===== config.mk =====
export PLATFORM = sky130hd
export DESIGN_NAME = bittest_branch
export DESIGN_NICKNAME = d
export VERILOG_FILES = /design/src/rtl/bittest_branch_pkg.sv /design/src/rtl/bittest_seq.sv /design/src/rtl/bittest_cond.sv /design/src/rtl/bittest_target.sv /design/src/rtl/bittest_branch.sv
export SDC_FILE = /design/constraint.sdc
export NUM_CORES = 1
export LEC_CHECK = 0
export ABC_AREA = 1
export BUFFER_PORTS_ARGS = -buffer_cell sky130_fd_sc_hd__buf_2
export CORE_UTILIZATION = 40
export CTS_BUF_LIST = sky130_fd_sc_hd__clkbuf_8
export CTS_CLUSTER_SIZE = 16
export DETAILED_ROUTE_END_ITERATION = 10
export PLACE_DENSITY_LB_ADDON = 0.1
export SYNTH_ARGS = -nofsm -noshare
export SYNTH_HDL_FRONTEND = slang
export SYNTH_SLANG_ARGS = --single-unit

===== constraint.sdc =====
create_clock -name clk -period 3.2 [get_ports clk]
set_input_delay 0.32 -clock clk [delete_from_list [all_inputs] [get_ports clk]]
set_output_delay 0.32 -clock clk [all_outputs]
set_load 0.005 [all_outputs]

===== src/rtl/bittest_branch_pkg.sv =====
package bittest_branch_pkg;
  typedef enum logic [2:0] {
    ST_IDLE,
    ST_GET_DIR,
    ST_GET_OFS,
    ST_GET_OPND,
    ST_EVAL
  } bb_state_e;
endpackage


===== src/rtl/bittest_seq.sv =====
module bittest_seq
  import bittest_branch_pkg::*;
#(
  parameter int AW  = 16,
  parameter int DW  = 8,
  parameter int OPW = 8,
  parameter int SW  = 3,
  parameter logic [OPW-SW-2:0] ROW = '0
) (
  input  logic           clk,
  input  logic           rst,
  input  logic           start,
  input  logic [OPW-1:0] opcode,
  input  logic [AW-1:0]  pc_in,
  input  logic [DW-1:0]  mem_rdata,
  output logic [AW-1:0]  mem_addr,
  output logic           mem_rd,
  output logic [SW:0]    op_q,
  output logic [AW-1:0]  base_q,
  output logic [DW-1:0]  ofs_q,
  output logic           eval
);
  localparam int PADW = AW - DW;

  bb_state_e st;
  logic      row_ok;

  assign row_ok = (opcode[OPW-1:SW+1] == ROW);
  assign eval   = (st == ST_EVAL);

  always_ff @(posedge clk) begin
    if (rst) begin
      st       <= ST_IDLE;
      mem_addr <= '0;
      mem_rd   <= 1'b0;
      op_q     <= '0;
      base_q   <= '0;
      ofs_q    <= '0;
    end else begin
      case (st)
        ST_IDLE: begin
          if (start && row_ok) begin
            op_q     <= opcode[SW:0];
            base_q   <= pc_in;
            mem_addr <= pc_in + AW'(1);
            mem_rd   <= 1'b1;
            st       <= ST_GET_DIR;
          end
        end
        ST_GET_DIR: begin
          mem_addr <= base_q + AW'(2);
          mem_rd   <= 1'b1;
          st       <= ST_GET_OFS;
        end
        ST_GET_OFS: begin
          // direct address byte is on mem_rdata now
          mem_addr <= {{PADW{1'b0}}, mem_rdata};
          mem_rd   <= 1'b1;
          st       <= ST_GET_OPND;
        end
        ST_GET_OPND: begin
          ofs_q  <= mem_rdata;
          mem_rd <= 1'b0;
          st     <= ST_EVAL;
        end
        default: st <= ST_IDLE;
      endcase
    end
  end

  // first read targets the byte after the opcode
  a_r1_first_fetch: assert property (@(posedge clk) disable iff (rst)
    (st == ST_GET_DIR) |-> (mem_rd && mem_addr == base_q + AW'(1)));
  // operand read stays inside the direct page
  a_r2_zero_ext: assert property (@(posedge clk) disable iff (rst)
    (st == ST_GET_OPND) |-> (mem_addr[AW-1:DW] == '0));
  // no read strobe while idle
  a_r9_idle_quiet: assert property (@(posedge clk) disable iff (rst)
    (st == ST_IDLE) |-> !mem_rd);
endmodule


===== src/rtl/bittest_cond.sv =====
module bittest_cond #(
  parameter int DW = 8,
  parameter int SW = 3
) (
  input  logic [DW-1:0] operand,
  input  logic [SW:0]   op_sel,
  output logic          bit_val,
  output logic          take
);
  logic [DW-1:0] hit;

  // one-hot select of the tested bit
  for (genvar g = 0; g < DW; g++) begin : g_sel
    assign hit[g] = operand[g] && (op_sel[SW:1] == SW'(g));
  end

  assign bit_val = |hit;
  assign take    = bit_val ^ op_sel[0];
endmodule


===== src/rtl/bittest_target.sv =====
module bittest_target #(
  parameter int AW     = 16,
  parameter int DW     = 8,
  parameter int INSN_L = 3
) (
  input  logic [AW-1:0] base,
  input  logic [DW-1:0] ofs,
  input  logic          take,
  output logic [AW-1:0] target
);
  localparam int PADW = AW - DW;
  logic [AW-1:0] seq_pc;
  logic [AW-1:0] ofs_ext;

  assign seq_pc  = base + AW'(INSN_L);
  assign ofs_ext = {{PADW{ofs[DW-1]}}, ofs};
  assign target  = take ? (seq_pc + ofs_ext) : seq_pc;
endmodule


===== src/rtl/bittest_branch.sv =====
module bittest_branch #(
  parameter int AW  = 16,
  parameter int DW  = 8,
  parameter int OPW = 8,
  parameter logic [OPW-$clog2(DW)-2:0] ROW = '0
) (
  input  logic           clk,
  input  logic           rst,
  input  logic           start,
  input  logic [OPW-1:0] opcode,
  input  logic [AW-1:0]  pc_in,
  output logic [AW-1:0]  mem_addr,
  output logic           mem_rd,
  input  logic [DW-1:0]  mem_rdata,
  output logic           done,
  output logic           taken,
  output logic           carry,
  output logic [AW-1:0]  pc_next
);
  localparam int SW     = $clog2(DW);
  localparam int INSN_L = 3;

  logic [SW:0]   op_q;
  logic [AW-1:0] base_q;
  logic [DW-1:0] ofs_q;
  logic          eval;
  logic          bit_val;
  logic          take;
  logic [AW-1:0] target;

  bittest_seq #(.AW(AW), .DW(DW), .OPW(OPW), .SW(SW), .ROW(ROW)) u_seq (
    .clk(clk), .rst(rst), .start(start), .opcode(opcode), .pc_in(pc_in),
    .mem_rdata(mem_rdata), .mem_addr(mem_addr), .mem_rd(mem_rd),
    .op_q(op_q), .base_q(base_q), .ofs_q(ofs_q), .eval(eval)
  );

  bittest_cond #(.DW(DW), .SW(SW)) u_cond (
    .operand(mem_rdata), .op_sel(op_q), .bit_val(bit_val), .take(take)
  );

  bittest_target #(.AW(AW), .DW(DW), .INSN_L(INSN_L)) u_target (
    .base(base_q), .ofs(ofs_q), .take(take), .target(target)
  );

  always_ff @(posedge clk) begin
    if (rst) begin
      done    <= 1'b0;
      taken   <= 1'b0;
      carry   <= 1'b0;
      pc_next <= '0;
    end else begin
      done <= eval;
      if (eval) begin
        taken   <= take;
        carry   <= bit_val;
        pc_next <= target;
      end
    end
  end

  // done is a single-cycle pulse
  a_r7_done_pulse: assert property (@(posedge clk) disable iff (rst)
    done |=> !done);
  // carry and taken differ exactly when branching on clear
  a_r6_carry_polarity: assert property (@(posedge clk) disable iff (rst)
    done |-> ((carry ^ taken) == op_q[0]));
  // fall-through goes to the instruction after the three bytes
  a_r5_fall_through: assert property (@(posedge clk) disable iff (rst)
    (done && !taken) |-> (pc_next == base_q + AW'(INSN_L)));
  // results are stable while done is high
  a_r8_hold: assert property (@(posedge clk) disable iff (rst)
    (!eval && !done) |=> $stable(pc_next));
endmodule


Word-level counts from Yosys, hierarchy flattened
Index checks and enable logic that the tools add are counted.
W data, S select, Z words.
- input port bits: 35
- word-level logic and storage cells: 53
- output and inout port bits: 36
- register bits: 67
- bitwise logic cells: 1
- muxes and demuxes: 7
- reductions and logical operators: 19
- add/subtract/negate cells: 4
- equal/unequal tests: 12
- operator list (operator ; number):
    $pmux W16 S3 ; 1
    $add A16 B2 Y16 const B ; 2
    $mux W16 ; 2
    $add A16 B1 Y16 const B ; 1
    $add A16 B16 Y16 ; 1
    $eq A3 B3 Y1 const B ; 5
    $eq A3 B2 Y1 const B ; 4
    $pmux W3 S4 ; 1
    $logic_and A1 B1 Y1 ; 9
    $reduce_or A8 Y1 ; 1
    $eq A3 B1 Y1 const B ; 2
    $logic_not A3 Y1 ; 2
    $reduce_and A2 Y1 ; 3
    $reduce_bool A3 Y1 ; 2
    $logic_not A4 Y1 ; 1
    $mux W3 ; 1
    $pmux W1 S3 ; 1
    $ne A2 B1 Y1 const B ; 1
    $reduce_or A2 Y1 ; 1
    $mux W1 ; 1
    $xor A1 B1 Y1 ; 1

Depth between registers and ports, before layout
- depth in word-level cells: 5
- gate-level depth with buffers: 21

Hierarchy
A second synthesis with hierarchy kept.
- cells, all modules: 797
- area total of the unflattened synthesis: 4976.0 sq um
- by module, submodules not included (module ; sequential area each (sq um) ; times used ; area each (sq um) ; cells an instance):
    bittest_seq ; 960.9 ; 1 ; 2622.5 ; 398
    bittest_target ; 0.0 ; 1 ; 1367.6 ; 251
    bittest_branch ; 380.4 ; 1 ; 843.3 ; 117
    bittest_cond ; 0.0 ; 1 ; 142.6 ; 31

Least setup slack after synthesis
No wires, ideal clock.
- kind: flip-flop to flip-flop
- from: reg u_seq.base_q[1]
- to: reg pc_next[15]
- setup slack: 657 ps
- setup time: 109 ps
- stages on the path, launching flop included: 22
- arrival: 2434 ps
- cell sequence: dfxtp_1 > inv_1 > ha_1 > nor2_2 > nand2_1 > nor3_2 > nand2_1 > xor2_1 > inv_1 > ha_1 > nand2_1 > inv_1 > nand2_1 > nand2_1 > a21oi_1 > nand2_1 > nand2_1 > nand3_1 > nand2_1 > nand3_1 > nand2_1 > inv_1
- longest elaborated chain between the ends: 3
- RTL lines (element ; RTL line ; RTL):
    start, declared ; bittest_seq.sv:19 ; output logic [AW-1:0] base_q,
    start signal, assigned ; bittest_seq.sv:44 ; base_q <= pc_in;
    $add A16 B2 Y16 * ; bittest_target.sv:15 ; assign seq_pc = base + AW'(INSN_L);
    $add A16 B16 Y16 ; bittest_target.sv:17 ; assign target = take ? (seq_pc + ofs_ext) : seq_pc;
    $mux W16 * ; bittest_target.sv:17 ;
    end signal, assigned ; bittest_branch.sv:56 ; pc_next <= target;
    end, declared ; bittest_branch.sv:18 ; output logic [AW-1:0] pc_next
Mark *: on every way between the ends. The rest lies on a longest branch, timed or not.
A chain may end at the register's enable or synchronous reset.

Worst setup path in the final report
Same ends and word-level chain as after synthesis.

==> results.yml <==
final_layout:
  design_area_um2: 5110
  layout-drive-gt1-share: 0.160
  insertedDiodeCount: 0
  multi_input_comb_area_um2: 2710
  syn2layout_area_growth_pct: 13.2
  final_nets: 808
  seq_area_um2: 1340
  fill_cells: 1194
  post-route-util: 0.467
timing:
  maxSlewViolCount: 0
  worst_pin_slew_ns: 0.925
  finalCritPeriodShare: 0.878
  fmax_mhz: 356
  slew_headroom: 0.383
  setup-tns-final_ns: 0
  hold_viol_final: 0
  finalSetupViolCount: 0
  skew_ns: 0.00882
  final.min_clock_period_ns: 2.81
cts:
  cts_tree: "done"
  cts_buffers: 9
  clk_latency_ns: 0.36
  clkTransAtPathRegs_ns: 0.07
  cts_buffer_depth: 2
  postCtsSetupRepairBufs: 0
  cts-root-buf: "clkbuf_8"
  cts_sinks: 67
  cts_htree_levels: 3
routing:
  drt-total-wl_mm: 13.1
  num_vias: 4580
  drt-initial-drc-count: 188
  viasPerCell: 5.11
  drc_errors: 0
  drt_pass1_iterations: 5
  routedWlPerCell_um: 14.6
  antenna_left: 0
yosys:
  synthCells: 688
  synth-edff-count: 0
  syn_area_um2: 4510
  synth_area_per_cell_um2: 6.56
  yosys_warnings: 0
  syn-num-nets: 744
  synth-main-ff-cell: "dfxtp_1"
  synth_cell_types: 43
  async_flop_share: 0
  synth_seq_cells: 67
  ys_seq_area_frac: 0.297
hold_path:
  hp-start: "pc_in[15]"
  hold_path_class: "in -> reg"
setup_path:
  rr_startpoint: "u_seq.base_q[1]"
  critPathLaunch: "u_seq.base_q[1]"
  path_max_fanout: 5
  worst_setup_path_end_kind: "register"
  critPathRequiredTime_ns: 3.47
  path_class: "reg -> reg"
  cp.arrival_ns: 3.08
  cp-start-kind: "register"
power:
  vdd_drop_max_uv: 277
  leakage_nw: 2.48
  powerDensity_nw_per_um2: 397
global_route:
  grt_use_met1: 0.298
  busiest_layer: "met2"
  grt_pass1_vias: 4431
  grt_overflow_total: 0
  grt_antenna_before_repair: 0
  grtUsageMet3: 0.0368
  grt_pass1_wl_mm: 21.6
  grt_use_total: 0.242
  grt_max_degree: 47
  grt_util_met2: 0.411
place:
  place_congestion: 0.860
  dpl-instance-area_um2: 4950
  port_buffers: 70
  place_hpwl_mm: 9.98
floorplanning:
  num_rows: 38
  start_util: 0.413
  die-area_um2: 11700
  fp.dieH_um: 108
  core_area_um2: 10900
  io_pins: 71
  die_w_um: 108
flow_run:
  maxCapViolations: 0
run_status:
  outcome: "finished clean"
[final cells by class]
type	instances	area share
inverters	89	0.0664
clock inverters	7	0.00588
repair buffers	75	0.0759
flip-flops and latches	67	0.263
well taps	140	0.0343
multi-input cells	510	0.531
clock buffers	9	0.0242
[power breakdown]
group	internal, mW	switching, mW	leakage, nW
clock	0.266	0.330	0.0977
combinational	0.174	0.311	1.84
sequential	0.905	0.0434	0.544
total	1.35	0.684	2.48
[kinds of logic after synthesis]
group / count (synthesis) / synth area share
xor gates and xnor gates: 25 / 0.0485
AOI/OAI and AO/OA: 160 / 0.194
and+or+nand+nor: 304 / 0.297
buffers and inverters: 111 / 0.103
adders and majority gates: 21 / 0.0599
DFF: 67 / 0.297
[stage by stage]
step                      hold slack [ns]  worst slack [ns]  total power [mW]  cells
after global placement              0.454             0.384              1.44    881
after global routing                0.231         -0.000901              2.16    897
after detailed placement            0.452             0.275              1.45    881
after floorplan                     0.444             0.657              1.30    688
final                               0.230             0.392              2.03    897
after CTS                           0.207             0.262              2.06    897
[cell usage after synthesis (2+ instances only)]
| cell type | n | area (um2) |
|---|---|---|
| nor2_2 | 5 | 31.3 |
| inv_2 | 6 | 22.5 |
| inv_4 | 2 | 12.5 |
| or2_2 | 6 | 37.5 |
| a21oi_1 | 67 | 335 |
| o22ai_1 | 4 | 25.0 |
| xor2_1 | 19 | 166 |
| nand2_1 | 144 | 541 |
| o211ai_1 | 7 | 52.6 |
| buf_2 | 7 | 35.0 |
| a31oi_1 | 7 | 43.8 |
| nor2_1 | 74 | 278 |
| clkbuf_1 | 9 | 33.8 |
| nor3_4 | 4 | 65.1 |
| dfxtp_1 | 67 | 1340 |
| nand3b_1 | 2 | 15.0 |
| inv_1 | 81 | 304 |
| nand4_1 | 7 | 43.8 |
| o21ai_0 | 62 | 310 |
| nand2_2 | 3 | 18.8 |
| xnor2_1 | 6 | 52.6 |
| buf_6 | 4 | 45.0 |
| nor3_1 | 9 | 45.0 |
| a21o_1 | 2 | 15.0 |
| ha_1 | 20 | 250 |
| nand3_1 | 46 | 230 |
| o21ai_1 | 2 | 10.0 |
[repair_timing]
action,in CTS,in global routing
endpoints found under the hold margin,0,0
setup endpoints to repair,0,1
hold buffers,0,0
resized for setup,0,2
[critical path: stages (launching register included)]
cell and delay (ns):
dfxtp_2 0.36, inv_1 0.09, ha_1 0.24, nor2_4 0.17, nand2_1 0.11, nor3_2 0.17
nand2_1 0.09, xor2_1 0.19, inv_1 0.07, ha_1 0.32, nand2_1 0.12, inv_1 0.05
nand2_1 0.05, nand2_1 0.04, a21oi_1 0.16, nand2_1 0.07, nand2_1 0.07, nand3_1 0.07
nand2_1 0.08, nand3_1 0.07, nand2_1 0.07, inv_1 0.03
[worst paths after layout]
check | slack (ns) | depth (start not counted) | endpoint
max reg2reg | 0.39 | 21 | pc_next[15]
min reg2reg | 0.46 | 2 | pc_next[9]
max | 0.39 | 21 | pc_next[15]
min | 0.23 | 3 | u_seq.base_q[15]
[registers in the layout, summed over array words and instances (netlist names), 3 cells and up]
name / flops
pc_next: 16
u_seq.base_q: 16
u_seq.mem_addr: 16
u_seq.ofs_q: 8
u_seq.op_q: 4
u_seq.st: 3
[metal layers]
metal | up-vias | wire [um]
li1 | 2390 | -
met5 | - | 0
met2 | 93 | 6140
met3 | 24 | 458
met1 | 2073 | 6100
met4 | 0 | 371
[cell usage in the layout, fill, tap and decap left out, drive strengths merged, types with 7 or more instances in the layout]
master | synthesis | routed
nand2 | 148 | 148
inv | 89 | 93
nor2 | 79 | 79
buf | 12 | 75
a21oi | 68 | 68
dfxtp | 67 | 67
o21ai | 64 | 64
nand3 | 47 | 47
ha | 20 | 20
xor2 | 19 | 19
nor3 | 14 | 14
clkbuf | 10 | 9
o211ai | 8 | 8
nand4 | 7 | 7
a31oi | 7 | 7
(Power assumes the default switching activity.)
